**src/rtl/pcm_port_pkg.sv**
```systemverilog
package pcm_port_pkg;

    localparam int SAMPLE_W = 8;
    localparam int BIT_W    = $clog2(SAMPLE_W);

    typedef enum logic [1:0] {
        LAW_MU     = 2'd0,
        LAW_A      = 2'd1,
        LAW_A_FLAT = 2'd2,
        LAW_SPARE  = 2'd3
    } law_e;

    // Inversion applied on the line side: alternate bits for A-law only.
    function automatic logic [SAMPLE_W-1:0] inv_mask(input law_e law);
        logic [SAMPLE_W-1:0] m;
        m = '0;
        if (law == LAW_A) begin
            for (int i = 0; i < SAMPLE_W; i += 2) m[i] = 1'b1;
        end
        return m;
    endfunction

endpackage

```
**src/rtl/pcm_frame_counter.sv**
```systemverilog
module pcm_frame_counter
    import pcm_port_pkg::*;
#(
    parameter int SLOTS = 64,
    parameter int SW    = $clog2(SLOTS)
) (
    input  logic             clk,
    input  logic             rst_n,
    input  logic             sync,
    output logic             cur_valid,
    output logic [SW-1:0]    cur_slot,
    output logic [BIT_W-1:0] cur_bit,
    output logic             nxt_valid,
    output logic [SW-1:0]    nxt_slot,
    output logic [BIT_W-1:0] nxt_bit
);

    localparam logic [SW-1:0]    LAST_SLOT = SW'(SLOTS - 1);
    localparam logic [BIT_W-1:0] LAST_BIT  = BIT_W'(SAMPLE_W - 1);

    typedef struct packed {
        logic             valid;
        logic [SW-1:0]    slot;
        logic [BIT_W-1:0] bitn;
    } pos_t;

    pos_t pos_d, pos_q;

    always_comb begin
        pos_d = pos_q;
        if (sync) begin
            pos_d.valid = 1'b1;
            pos_d.slot  = '0;
            pos_d.bitn  = '0;
        end else if (pos_q.valid) begin
            if (pos_q.bitn == LAST_BIT) begin
                pos_d.bitn = '0;
                if (pos_q.slot == LAST_SLOT) pos_d.valid = 1'b0;
                else                         pos_d.slot  = pos_q.slot + 1'b1;
            end else begin
                pos_d.bitn = pos_q.bitn + 1'b1;
            end
        end
    end

    always_ff @(posedge clk or negedge rst_n) begin
        if (!rst_n) pos_q <= '0;
        else        pos_q <= pos_d;
    end

    assign cur_valid = pos_q.valid;
    assign cur_slot  = pos_q.slot;
    assign cur_bit   = pos_q.bitn;
    assign nxt_valid = pos_d.valid;
    assign nxt_slot  = pos_d.slot;
    assign nxt_bit   = pos_d.bitn;

    // a sampled sync puts the next period at slot 0, bit 0
    p_sync_start_r2: assert property (@(posedge clk) disable iff (!rst_n)
        sync |=> (cur_valid && cur_slot == '0 && cur_bit == '0));

    // inside a slot the bit index advances by one per period
    p_bit_step_r2: assert property (@(posedge clk) disable iff (!rst_n)
        (cur_valid && cur_bit != LAST_BIT && !sync)
        |=> (cur_valid && cur_bit == BIT_W'($past(cur_bit) + 1'b1)));

    // the frame closes after the last bit of the last slot
    p_frame_end_r11: assert property (@(posedge clk) disable iff (!rst_n)
        (cur_valid && cur_slot == LAST_SLOT && cur_bit == LAST_BIT && !sync)
        |=> !cur_valid);

endmodule

```
**src/rtl/pcm_rx_capture.sv**
```systemverilog
module pcm_rx_capture
    import pcm_port_pkg::*;
#(
    parameter int NLANE = 2,
    parameter int LW    = 1,
    parameter int SW    = 6
) (
    input  logic                clk,
    input  logic                rst_n,
    input  logic                win_valid,
    input  logic [SW-1:0]       win_slot,
    input  logic [BIT_W-1:0]    win_bit,
    input  logic [SW:0]         rx_slot,
    input  logic [LW-1:0]       rx_lane,
    input  logic [NLANE-1:0]    dr,
    output logic [SAMPLE_W-1:0] shift_word,
    output logic                done
);

    localparam logic [BIT_W-1:0] LAST_BIT = BIT_W'(SAMPLE_W - 1);

    typedef struct packed {
        logic [SAMPLE_W-1:0] sh;
        logic                fin;
    } cap_t;

    cap_t cap_d, cap_q;
    logic hit;

    assign hit = win_valid && ({1'b0, win_slot} == rx_slot);

    always_comb begin
        cap_d     = cap_q;
        cap_d.fin = 1'b0;
        if (hit) begin
            cap_d.sh  = {cap_q.sh[SAMPLE_W-2:0], dr[rx_lane]};
            cap_d.fin = (win_bit == LAST_BIT);
        end
    end

    // Sampling edge is the falling edge, mid bit period
    always_ff @(negedge clk or negedge rst_n) begin
        if (!rst_n) cap_q <= '0;
        else        cap_q <= cap_d;
    end

    assign shift_word = cap_q.sh;
    assign done       = cap_q.fin;

    // outside the receive window the shift register does not move
    p_ignore_outside_r6: assert property (@(negedge clk) disable iff (!rst_n)
        !hit |=> $stable(shift_word));

    // the completion flag lasts a single falling-edge interval
    p_done_single_r7: assert property (@(negedge clk) disable iff (!rst_n)
        done |=> !done);

endmodule

```
**src/rtl/pcm_tdm_port.sv**
```systemverilog
module pcm_tdm_port
    import pcm_port_pkg::*;
#(
    parameter  int SLOTS = 64,
    parameter  int NLANE = 2,
    localparam int SW    = $clog2(SLOTS),
    localparam int LW    = (NLANE > 1) ? $clog2(NLANE) : 1
) (
    input  logic                bclk,
    input  logic                rst_n,
    input  logic                fs_tx,
    input  logic                fs_rx,
    input  logic [SW:0]         tx_slot,
    input  logic [LW-1:0]       tx_lane,
    input  logic [SW:0]         rx_slot,
    input  logic [LW-1:0]       rx_lane,
    input  logic [1:0]          law_sel,
    input  logic                loopback,
    input  logic [SAMPLE_W-1:0] tx_pcm,
    input  logic [NLANE-1:0]    dr,
    output logic                tx_bit,
    output logic [NLANE-1:0]    tx_oe,
    output logic                tsx_n,
    output logic                tx_load,
    output logic [SAMPLE_W-1:0] rx_pcm,
    output logic                rx_valid
);

    typedef struct packed {
        logic [SAMPLE_W-1:0] sr;
        logic [NLANE-1:0]    oe;
        logic                tsx_n;
        logic                load;
        logic [SAMPLE_W-1:0] hold;
        logic                rxv;
    } port_t;

    localparam port_t PORT_RST = '{sr: '0, oe: '0, tsx_n: 1'b1, load: 1'b0,
                                   hold: '0, rxv: 1'b0};

    port_t st_d, st_q;

    logic                tx_cur_valid, tx_nxt_valid;
    logic [SW-1:0]       tx_cur_slot, tx_nxt_slot;
    logic [BIT_W-1:0]    tx_cur_bit, tx_nxt_bit;
    logic                rx_cur_valid, rx_nxt_valid;
    logic [SW-1:0]       rx_cur_slot, rx_nxt_slot;
    logic [BIT_W-1:0]    rx_cur_bit, rx_nxt_bit;
    logic [SAMPLE_W-1:0] rx_word;
    logic                rx_done;
    logic [SAMPLE_W-1:0] mask;
    logic                tx_hit;

    pcm_frame_counter #(.SLOTS(SLOTS), .SW(SW)) u_tx_cnt (
        .clk       (bclk),
        .rst_n     (rst_n),
        .sync      (fs_tx),
        .cur_valid (tx_cur_valid),
        .cur_slot  (tx_cur_slot),
        .cur_bit   (tx_cur_bit),
        .nxt_valid (tx_nxt_valid),
        .nxt_slot  (tx_nxt_slot),
        .nxt_bit   (tx_nxt_bit)
    );

    pcm_frame_counter #(.SLOTS(SLOTS), .SW(SW)) u_rx_cnt (
        .clk       (bclk),
        .rst_n     (rst_n),
        .sync      (fs_rx),
        .cur_valid (rx_cur_valid),
        .cur_slot  (rx_cur_slot),
        .cur_bit   (rx_cur_bit),
        .nxt_valid (rx_nxt_valid),
        .nxt_slot  (rx_nxt_slot),
        .nxt_bit   (rx_nxt_bit)
    );

    pcm_rx_capture #(.NLANE(NLANE), .LW(LW), .SW(SW)) u_rx_cap (
        .clk        (bclk),
        .rst_n      (rst_n),
        .win_valid  (rx_cur_valid),
        .win_slot   (rx_cur_slot),
        .win_bit    (rx_cur_bit),
        .rx_slot    (rx_slot),
        .rx_lane    (rx_lane),
        .dr         (dr),
        .shift_word (rx_word),
        .done       (rx_done)
    );

    assign mask   = inv_mask(law_e'(law_sel));
    assign tx_hit = tx_nxt_valid && ({1'b0, tx_nxt_slot} == tx_slot);

    always_comb begin
        st_d      = st_q;
        st_d.load = 1'b0;
        st_d.rxv  = 1'b0;
        if (tx_hit) begin
            if (tx_nxt_bit == '0) begin
                st_d.sr   = loopback ? st_q.hold : (tx_pcm ^ mask);
                st_d.load = 1'b1;
            end else begin
                st_d.sr = {st_q.sr[SAMPLE_W-2:0], 1'b0};
            end
        end
        for (int i = 0; i < NLANE; i++) begin
            st_d.oe[i] = tx_hit && (tx_lane == LW'(i));
        end
        st_d.tsx_n = !tx_hit;
        if (rx_done) begin
            st_d.hold = rx_word;
            st_d.rxv  = 1'b1;
        end
    end

    always_ff @(posedge bclk or negedge rst_n) begin
        if (!rst_n) st_q <= PORT_RST;
        else        st_q <= st_d;
    end

    assign tx_bit   = st_q.sr[SAMPLE_W-1] & (|st_q.oe);
    assign tx_oe    = st_q.oe;
    assign tsx_n    = st_q.tsx_n;
    assign tx_load  = st_q.load;
    assign rx_pcm   = st_q.hold ^ mask;
    assign rx_valid = st_q.rxv;

    // never more than one lane driven
    p_oe_single_r3: assert property (@(posedge bclk) disable iff (!rst_n)
        $onehot0(tx_oe));

    // a driven lane lies inside the programmed slot of a live frame
    p_tx_window_r3: assert property (@(posedge bclk) disable iff (!rst_n)
        (|tx_oe) |-> (tx_cur_valid && {1'b0, tx_cur_slot} == tx_slot));

    // the slot window opens together with the load strobe, on bit 0
    p_load_first_r5: assert property (@(posedge bclk) disable iff (!rst_n)
        $fell(tsx_n) |-> tx_load);

    p_load_bit0_r5: assert property (@(posedge bclk) disable iff (!rst_n)
        tx_load |-> (tx_cur_bit == '0));

    // receive strobe is one period wide
    p_rxv_single_r7: assert property (@(posedge bclk) disable iff (!rst_n)
        rx_valid |=> !rx_valid);

    // the look-ahead position keeps its slot until the next slot boundary
    p_rx_slot_hold_r11: assert property (@(posedge bclk) disable iff (!rst_n)
        (rx_cur_valid && rx_nxt_valid && rx_nxt_bit != '0) |-> (rx_nxt_slot == rx_cur_slot));

endmodule

```
**config.mk**
```make
export PLATFORM = sky130hd
export DESIGN_NAME = pcm_tdm_port
export DESIGN_NICKNAME = d
export VERILOG_FILES = /design/src/rtl/pcm_port_pkg.sv /design/src/rtl/pcm_frame_counter.sv /design/src/rtl/pcm_rx_capture.sv /design/src/rtl/pcm_tdm_port.sv
export SDC_FILE = /design/constraint.sdc
export NUM_CORES = 1
export LEC_CHECK = 0
export ABC_AREA = 1
export BUFFER_PORTS_ARGS = -buffer_cell sky130_fd_sc_hd__buf_2
export CORE_ASPECT_RATIO = 0.75
export CORE_MARGIN = 2
export CORE_UTILIZATION = 45
export DETAILED_ROUTE_END_ITERATION = 10
export GPL_TIMING_DRIVEN = 0
export PLACE_DENSITY = 0.64
export SYNTH_ARGS = -nofsm -noshare
export SYNTH_HDL_FRONTEND = slang
export SYNTH_SLANG_ARGS = --single-unit
export TNS_END_PERCENT = 5
```
**constraint.sdc**
```tcl
create_clock -name bclk -period 2.3 [get_ports bclk]
set_clock_uncertainty 0.2 [all_clocks]
set_input_delay 0.23 -clock bclk [delete_from_list [all_inputs] [get_ports bclk]]
set_output_delay 0.23 -clock bclk [all_outputs]
set_load 0.02 [all_outputs]
```
==> results.cfg, run 1 <==
[sta]
finalHoldViolations = 40
rsz0062_at_grt = yes
final-setup-viol-count = 11
setup_tns_ps = -3550
drv_slew = 0
fin_ws_ps = -410
slew_headroom = 0.263
tightest_slew_ps = 1110
timing.hold.ws_ps = -93.9

[setup_path]
startpoint = u_rx_cnt.cur_slot[2]
cpPeakStageDelay_ps = 410
critPathLaunchType = register
r2r-start = u_rx_cnt.cur_slot[2]
required_ps = 1110
slowest_stage = dfrtp_1
crit_buf_inv = 2
path_class = reg2reg
end_kind = register
critPathMaxFanout = 5
r2r_slack_ps = -410
crit_family = flip-flops
crit_chain = inv_2 -> o22ai_2 -> a221oi_2 -> nand2_2 -> nor2_4 -> buf_6 -> a21oi_1
arrival_ps = 1520

[layout]
nNetsFinal = 435
drive_gt1_frac = 0.302
area_growth_pct = 22.6
design_area_sq_mm = 0.00334
final.fill_count = 564
finalNonFillerCells = 475
fin_util = 0.573
antenna_cells = 0

[grt]
grt_pass1_wl_microns = 9800
track_usage = 0.185
overflow = 0
grt_pass1_vias = 2143
antenna_found_initial = 0
grt_start_max_net_pins = 51

[synthesis]
synth_xor_area_frac = 0.0257
synth_fa_ha_area_frac = 0.0276
avgSynthCellArea_sq_um = 8.20
synth_area_leaders = dfrtp_1 37%, nand2_1 10%, dfrtn_1 8.3%
synth.ff_latch_count = 50
yosys.area.top_type = dfrtp_1
synth_top_cell_area_share = 0.367
syn_inst = 332
synth.net_count = 371
yosysUniqueCellTypes = 39
synth-compound-area-share = 0.118
yosysSeqAreaShare = 0.460
ys_warn_count = 0
synth_top_family_by_area = simple AND/OR/NAND/NOR gates
synthMuxAreaShare = 0.0230
yosys.area_share.simple = 0.253
synth_area_sq_mm = 0.00272

[clock_network]
cts_htree_levels = 2
cts_root_buf = clkbuf_8
clock_sinks = 50
cts_tree = yes
clk_pin_slew_ps = 100
cts_buffers = 5
clk_latency_ps = 310
clockBufferDepth = 2

[outcome]
outcome = finished with violations
violations = hold timing, setup timing

[power_and_ir_drop]
p_per_area_mw_per_mm2 = 535
p_leak_nw = 1.77
ir_worst_vdd_uv = 281
power.total_mw = 1.79

[place]
post-dp-hpwl_microns = 4200
dp_slack_ps = -623
dp_cells = 456
io_buffer_count = 46
gp_congestion = 0.853
place_area_sq_mm = 0.00307

[hold_path]
min_path_type = in2async

[die]
core_sq_mm = 0.00583
fp.dieW_microns = 93.8
die_y_microns = 71.4
die_area_sq_mm = 0.00670
row_count = 24
start_util = 0.468
pin_count = 47

[run]
drv_cap = 0

[routing]
antenna_left = 0
routedWlPerCell_microns = 12.3
via_per_inst = 4.92
drt_iter0_drc = 82
drc = 0
firstDrtPassIters = 6
num_vias = 2339
routed_wl_microns = 5850
[layout by cell type, fill, tap and decap left out, drive strengths merged]
cell type	Yosys	layout
nor3	4	4
o31ai	1	1
nand3	24	24
xor2	4	4
a21oi	24	24
a31oi	2	2
nand3b	2	2
clkinv	1	2
or2	1	1
dlygate4sd3	0	3
a221oi	2	2
xnor2	4	4
dfstp	1	1
inv	46	47
mux2	2	2
dfrtp	40	40
nor2	36	36
o21bai	1	1
dfrtn	9	9
nand4	6	6
o21a	1	1
buf	10	65
o22ai	5	5
ha	6	6
mux2i	4	4
o21ai	16	16
nand2	77	77
clkbuf	1	6
a211oi	2	2
[logic make-up after synthesis]
group	after synthesis
AOI/OAI and AO/OA	54
xor gates and xnor gates	8
adders and majority gates	6
buffers and inverters	58
DFF	50
muxes	6
and+or+nand+nor	150
[layer usage]
layer / track usage / routed length (microns) / vias to the layer above
met4: 0.0515 / 26 / 0
met1: 0.262 / 2840 / 1084
met2: 0.291 / 2690 / 53
met3: 0.0389 / 284 / 2
met5: 0 / 0 / -
li1: - / - / 1200
[layout make-up]
| cell class | count | area [sq um] | area share |
|---|---|---|---|
| clock inverter | 2 | 13.8 | 0.00412 |
| sequential | 50 | 1260 | 0.376 |
| multi-input combinational | 224 | 1280 | 0.385 |
| inverter | 47 | 176 | 0.0528 |
| tap | 78 | 97.6 | 0.0292 |
| buffer | 11 | 93.8 | 0.0281 |
| clock buffer | 6 | 93.8 | 0.0281 |
| timing repair buffer | 57 | 324 | 0.0970 |
[synth_stat cells]
cell type	n
ha_1	6
o21bai_2	1
mux2_2	2
nand3b_2	1
nand3_4	1
dfrtn_1	9
buf_1	1
clkbuf_1	1
mux2i_1	4
nand2_2	4
nand4_1	6
nor2_4	2
nor2_1	29
nor3_1	4
o21ai_2	5
clkinv_1	1
a31oi_1	2
dfrtp_1	40
a211oi_1	2
nand3b_1	1
or2_4	1
buf_2	1
inv_2	2
nand3_2	2
o21a_1	1
buf_4	7
inv_1	44
nand3_1	21
nor2_2	5
a21oi_1	24
o22ai_1	5
nand2_1	73
xnor2_1	4
buf_6	1
xor2_1	4
o21ai_0	11
a221oi_1	2
dfstp_2	1
o31ai_1	1
[sequential cells by signal (all words and copies together) (netlist names)]
register / cells
u_rx_cnt.cur_bit: 3
u_rx_cnt.cur_valid: 1
rx_valid: 1
tx_load: 1
u_rx_cap.shift_word: 8
u_tx_cnt.cur_slot: 6
u_tx_cnt.cur_valid: 1
tsx_n: 1
u_tx_cnt.cur_bit: 3
tx_oe: 2
st_q: 16
u_rx_cnt.cur_slot: 6
u_rx_cap.done: 1
[path summary, 6_finish.rpt]
kind                                           to  cells past startpoint
max                        u_rx_cap.shift_word[6]                      7
min                          u_tx_cnt.cur_slot[4]                      1
max reg2reg                u_rx_cap.shift_word[6]                      7
min reg2reg                u_rx_cap.shift_word[7]                      2
max in group asynchronous  u_rx_cap.shift_word[5]                      1
min in group bclk                        st_q[13]                      6
[repair_timing]
| action | 4_1_cts | 5_1_grt |
|---|---|---|
| setup buffers | 5 | 2 |
| cloned | 1 | 0 |
| hold buffers | 3 | 0 |
| endpoints found under the hold margin | 47 | 0 |
| endpoints found under the setup margin | 18 | 29 |
| pin swaps | 3 | 5 |
| resized for setup | 14 | 16 |
[power by group]
group	internal [mW]	switching, mW	total (mW)
registers	0.927	0.0278	0.955
logic	0.0973	0.140	0.237
clock network	0.283	0.313	0.596
Note: power is estimated with default switching activity, not from simulation.
==> inputs of run 2 (changes only) <==
CORE_ASPECT_RATIO = 0.6   (was 0.75)
CORE_MARGIN = default   (was 2)
PLACE_DENSITY = 0.65   (was 0.64)
==> results.cfg, run 2 (synthesis gave the netlist of run 1 again) <==
[outcome]
outcome = finished with violations
violations = hold timing, setup timing

[routing]
antenna_left = 0
firstDrtPassIters = 4
num_vias = 2307
drc = 0
routedWlPerCell_microns = 12.2
drt_iter0_drc = 61
via_per_inst = 4.83
routed_wl_microns = 5830

[die]
die_y_microns = 62.3
row_count = 21
pin_count = 47
core_sq_mm = 0.00570
die_area_sq_mm = 0.00638
fp.dieW_microns = 102
start_util = 0.478

[place]
dp_cells = 458
gp_congestion = 0.839
io_buffer_count = 46
post-dp-hpwl_microns = 4260

[grt]
track_usage = 0.203
overflow = 0
grt_pass1_vias = 2222
antenna_found_initial = 0
grt_start_max_net_pins = 51
grt_pass1_wl_microns = 10200

[power_and_ir_drop]
p_per_area_mw_per_mm2 = 529
p_leak_nw = 1.78
ir_worst_vdd_uv = 307
power.total_mw = 1.78

[sta]
tightest_slew_ps = 1100
fin_ws_ps = -415
slew_headroom = 0.270
final-setup-viol-count = 12
setup_tns_ps = -3530
rsz0062_at_grt = yes
drv_slew = 0
timing.hold.ws_ps = -82.2
finalHoldViolations = 40

[layout]
layout_common_cells = 71 x nand2_1, 46 x buf_2, 42 x inv_1, 39 x dfrtp_1, 26 x nor2_1
final-seq-area_sq_mm = 0.00125
nNetsFinal = 436
fin_util = 0.592
largest_register = st_q
largest_reg_flops = 16
multi_input_area_sq_mm = 0.00131
final_common_cell = nand2_1
area_growth_pct = 23.8
finalNonFillerCells = 478
drive_gt1_frac = 0.309
antenna_cells = 0
final.fill_count = 521

[setup_path]
crit_chain = xnor2_1 -> nand3_2 -> nor2_4 -> buf_6 -> a21oi_2
path_class = reg2reg
critPathMaxFanout = 5
cpPeakStageDelay_ps = 440
critPathLaunchType = register
slowest_stage = dfrtp_1
end_kind = register
required_ps = 1100
arrival_ps = 1520
r2r_cells = 5

[hold_path]
min_path_type = in2async

[clock_network]
clockBufferDepth = 2
cts_root_buf = clkbuf_8
clock_sinks = 50
clk_latency_ps = 300
clk_pin_slew_ps = 100
cts_tree = yes
cts_htree_levels = 2
cts_buffers = 5

[run]
drv_cap = 0
-- run 2: final timing paths --
check / from / endpoint / slack [ps]
worst max-delay path: u_rx_cnt.cur_slot[3] / u_rx_cap.shift_word[4] / -410
worst min-delay path: rst_n / u_tx_cnt.cur_slot[5] / -80
worst max register to register: u_rx_cnt.cur_slot[3] / u_rx_cap.shift_word[4] / -410
worst min register to register: u_rx_cap.shift_word[7] / u_rx_cap.shift_word[7] / 250
max in group asynchronous: rst_n / u_rx_cap.shift_word[1] / 250
min in group bclk: tx_slot[6] / st_q[13] / 130
-- run 2: stage by stage --
step           instance area (sq um)  setup slack (ps)
6_report                        3370              -415
5_1_grt                         3370              -518
4_1_cts                         3350              -396
3_5_place_dp                    3070              -588
3_3_place_gp                    3070              -593
2_1_floorplan                   2740              -436
-- run 2: timing repair --
item                       4_1_cts  5_1_grt
pin swaps                        7        1
setup endpoints to repair       26       29
hold buffers                     3        0
resized for setup               25       10
gates cloned                     1        0
hold endpoints to repair        47        0
setup buffers                    8        0
-- run 2: area by class of cell --
| cell class | instances | share of cell area |
|---|---|---|
| clock buffer | 7 | 0.0286 |
| timing repair buffer | 58 | 0.0983 |
| buffer | 11 | 0.0300 |
| inverter | 47 | 0.0523 |
| clock inverter | 1 | 0.00260 |
| multi-input combinational | 224 | 0.387 |
| sequential | 50 | 0.372 |
| tap | 80 | 0.0297 |
-- run 2: per-layer routing --
metal	share of wire	routed length [microns]	track usage
met1	0.53	3070	0.305
met3	0.027	156	0.0450
met5	0	0	0
met2	0.44	2550	0.298
met4	0.0081	47	0.0411
-- run 2: where the power goes --
group	internal (mW)	switching [mW]	total (mW)
combinational	0.102	0.146	0.248
clock	0.276	0.302	0.578
sequential	0.927	0.0298	0.957
-- run 2: critical path: cells and delay by family, from the launching register on --
kind                   cells  cell delay (ps)
AO/OA/AOI/OAI              1               60
buffers and inverters      1              150
XOR/XNOR                   1              240
flip-flops                 1              440
AND/OR/NAND/NOR            2              320
==> inputs of run 3 (changes only) <==
CORE_UTILIZATION = 56   (was 45)
PLACE_DENSITY = 0.79   (was 0.65)
==> results.cfg, run 3 (synthesis gave the netlist of run 1 again) <==
[power_and_ir_drop]
p_per_area_mw_per_mm2 = 510
clockPowerShare = 0.293
ir_worst_vdd_uv = 503
seqPwrFrac = 0.558
swShare = 0.273
power.total_mw = 1.72
p_sw_mw = 0.468
p_leak_nw = 1.78
internal-power_mw = 1.25
p_comb_frac = 0.149

[routing]
routed_wl_microns = 5760
firstDrtPassIters = 4
num_vias = 2377
via_per_inst = 5.16
drc = 0
routedWlPerCell_microns = 12.5
antenna_left = 0
drt_iter0_drc = 86

[grt]
grt_start_max_net_pins = 51
grt_pass1_vias = 2365
overflow = 0
antenna_found_initial = 0
grt_pass1_wl_microns = 10500
track_usage = 0.257

[setup_path]
r2r_cells = 7
r2r_slack_ps = -430
crit_family = flip-flops
r2r-end = u_rx_cap.shift_word[2]
arrival_ps = 1530
required_ps = 1100
slowest_stage = dfrtp_1
path_class = reg2reg
r2r-start = u_rx_cnt.cur_slot[2]
crit_buf_inv = 2
crit_chain = inv_2 -> o22ai_2 -> a221oi_2 -> nand2_2 -> nor2_4 -> buf_6 -> a21oi_2
critPathMaxFanout = 5
cpPeakStageDelay_ps = 390
critPathLaunchType = register
end_kind = register

[sta]
slew_headroom = 0.282
setup_tns_ps = -3620
fin_ws_ps = -425
drv_slew = 0
finalHoldViolations = 40
tightest_slew_ps = 1080
final-setup-viol-count = 11
timing.hold.ws_ps = -81.2
rsz0062_at_grt = yes

[layout]
area_growth_pct = 23.5
largest_reg_flops = 16
final.fill_count = 355
drive_gt1_frac = 0.324
nNetsFinal = 436
final_common_cell = nand2_1
finalNonFillerCells = 461
largest_register = st_q
layout_common_cells = 68 x nand2_1, 46 x buf_2, 42 x inv_1, 38 x dfrtp_1, 25 x nor2_1
antenna_cells = 0

[clock_network]
cts_tree = yes
cts_buffers = 5
clk_pin_slew_ps = 90
cts_htree_levels = 2
clockBufferDepth = 2
cts_root_buf = clkbuf_8
clk_latency_ps = 300
clock_sinks = 50

[outcome]
outcome = finished with violations
violations = hold timing, setup timing

[die]
pin_count = 47
die_area_sq_mm = 0.00516
fp.dieW_microns = 92.0
core_sq_mm = 0.00461
die_y_microns = 56.0
row_count = 19
start_util = 0.591

[place]
dp_cells = 441
io_buffer_count = 46
post-dp-hpwl_microns = 4080
gp_congestion = 0.853

[hold_path]
min_path_type = in2async

[run]
drv_cap = 0
-- run 3: worst max-delay path by stage --
stage | start | endpoint | cells past startpoint
after detailed placement | u_rx_cnt.cur_slot[2] | u_rx_cap.shift_word[2] | 7
after global routing | u_rx_cnt.cur_slot[2] | u_rx_cap.shift_word[2] | 7
after floorplan | u_rx_cnt.cur_slot[2] | u_rx_cap.shift_word[6] | 7
final | u_rx_cnt.cur_slot[2] | u_rx_cap.shift_word[2] | 7
after global placement | u_rx_cnt.cur_slot[4] | u_rx_cap.shift_word[4] | 6
after CTS | u_rx_cnt.cur_slot[2] | u_rx_cap.shift_word[2] | 7
-- run 3: power groups by stage --
stage / clock (mW) / sequential [mW] / combinational, mW
floorplan: 0 / 0.963 / 0.140
global placement: 0 / 0.968 / 0.214
detailed placement: 0 / 0.970 / 0.221
CTS: 0.517 / 0.954 / 0.251
global route: 0.557 / 0.964 / 0.290
finish: 0.502 / 0.957 / 0.256
-- run 3: per-stage QoR --
stage / area (sq um) / setup slack [ps] / util
finish: 3360 / -425 / 0.730
global route: 3360 / -513 / 0.730
CTS: 3320 / -404 / 0.719
detailed placement: 3050 / -585 / 0.661
global placement: 3050 / -567 / 0.661
floorplan: 2740 / -436 / -
-- run 3: timing repair --
item / CTS / global route
gates resized for setup: 28 / 14
setup endpoints to repair: 27 / 29
hold endpoints to repair: 46 / 0
pin swaps: 8 / 1
gates cloned: 1 / 0
setup buffers: 8 / 0
hold buffers: 3 / 0
-- run 3: area by class of cell --
cell class	instances	area [sq um]	share of cell area
Buffer	11	93.8	0.0279
Tap cell	63	78.8	0.0234
Clock inverter	1	6.26	0.00186
Sequential cell	50	1250	0.373
Clock buffer	7	76.3	0.0227
Multi-Input combinational cell	224	1340	0.399
Timing Repair Buffer	58	335	0.0997
Inverter	47	176	0.0524
-- run 3: per-layer routing --
metal	up-vias	track usage	routed length (microns)
li1	1202	-	-
met1	1128	0.356	2810
met2	41	0.419	2690
met3	6	0.0574	215
met4	0	0.0536	42
met5	-	0	0
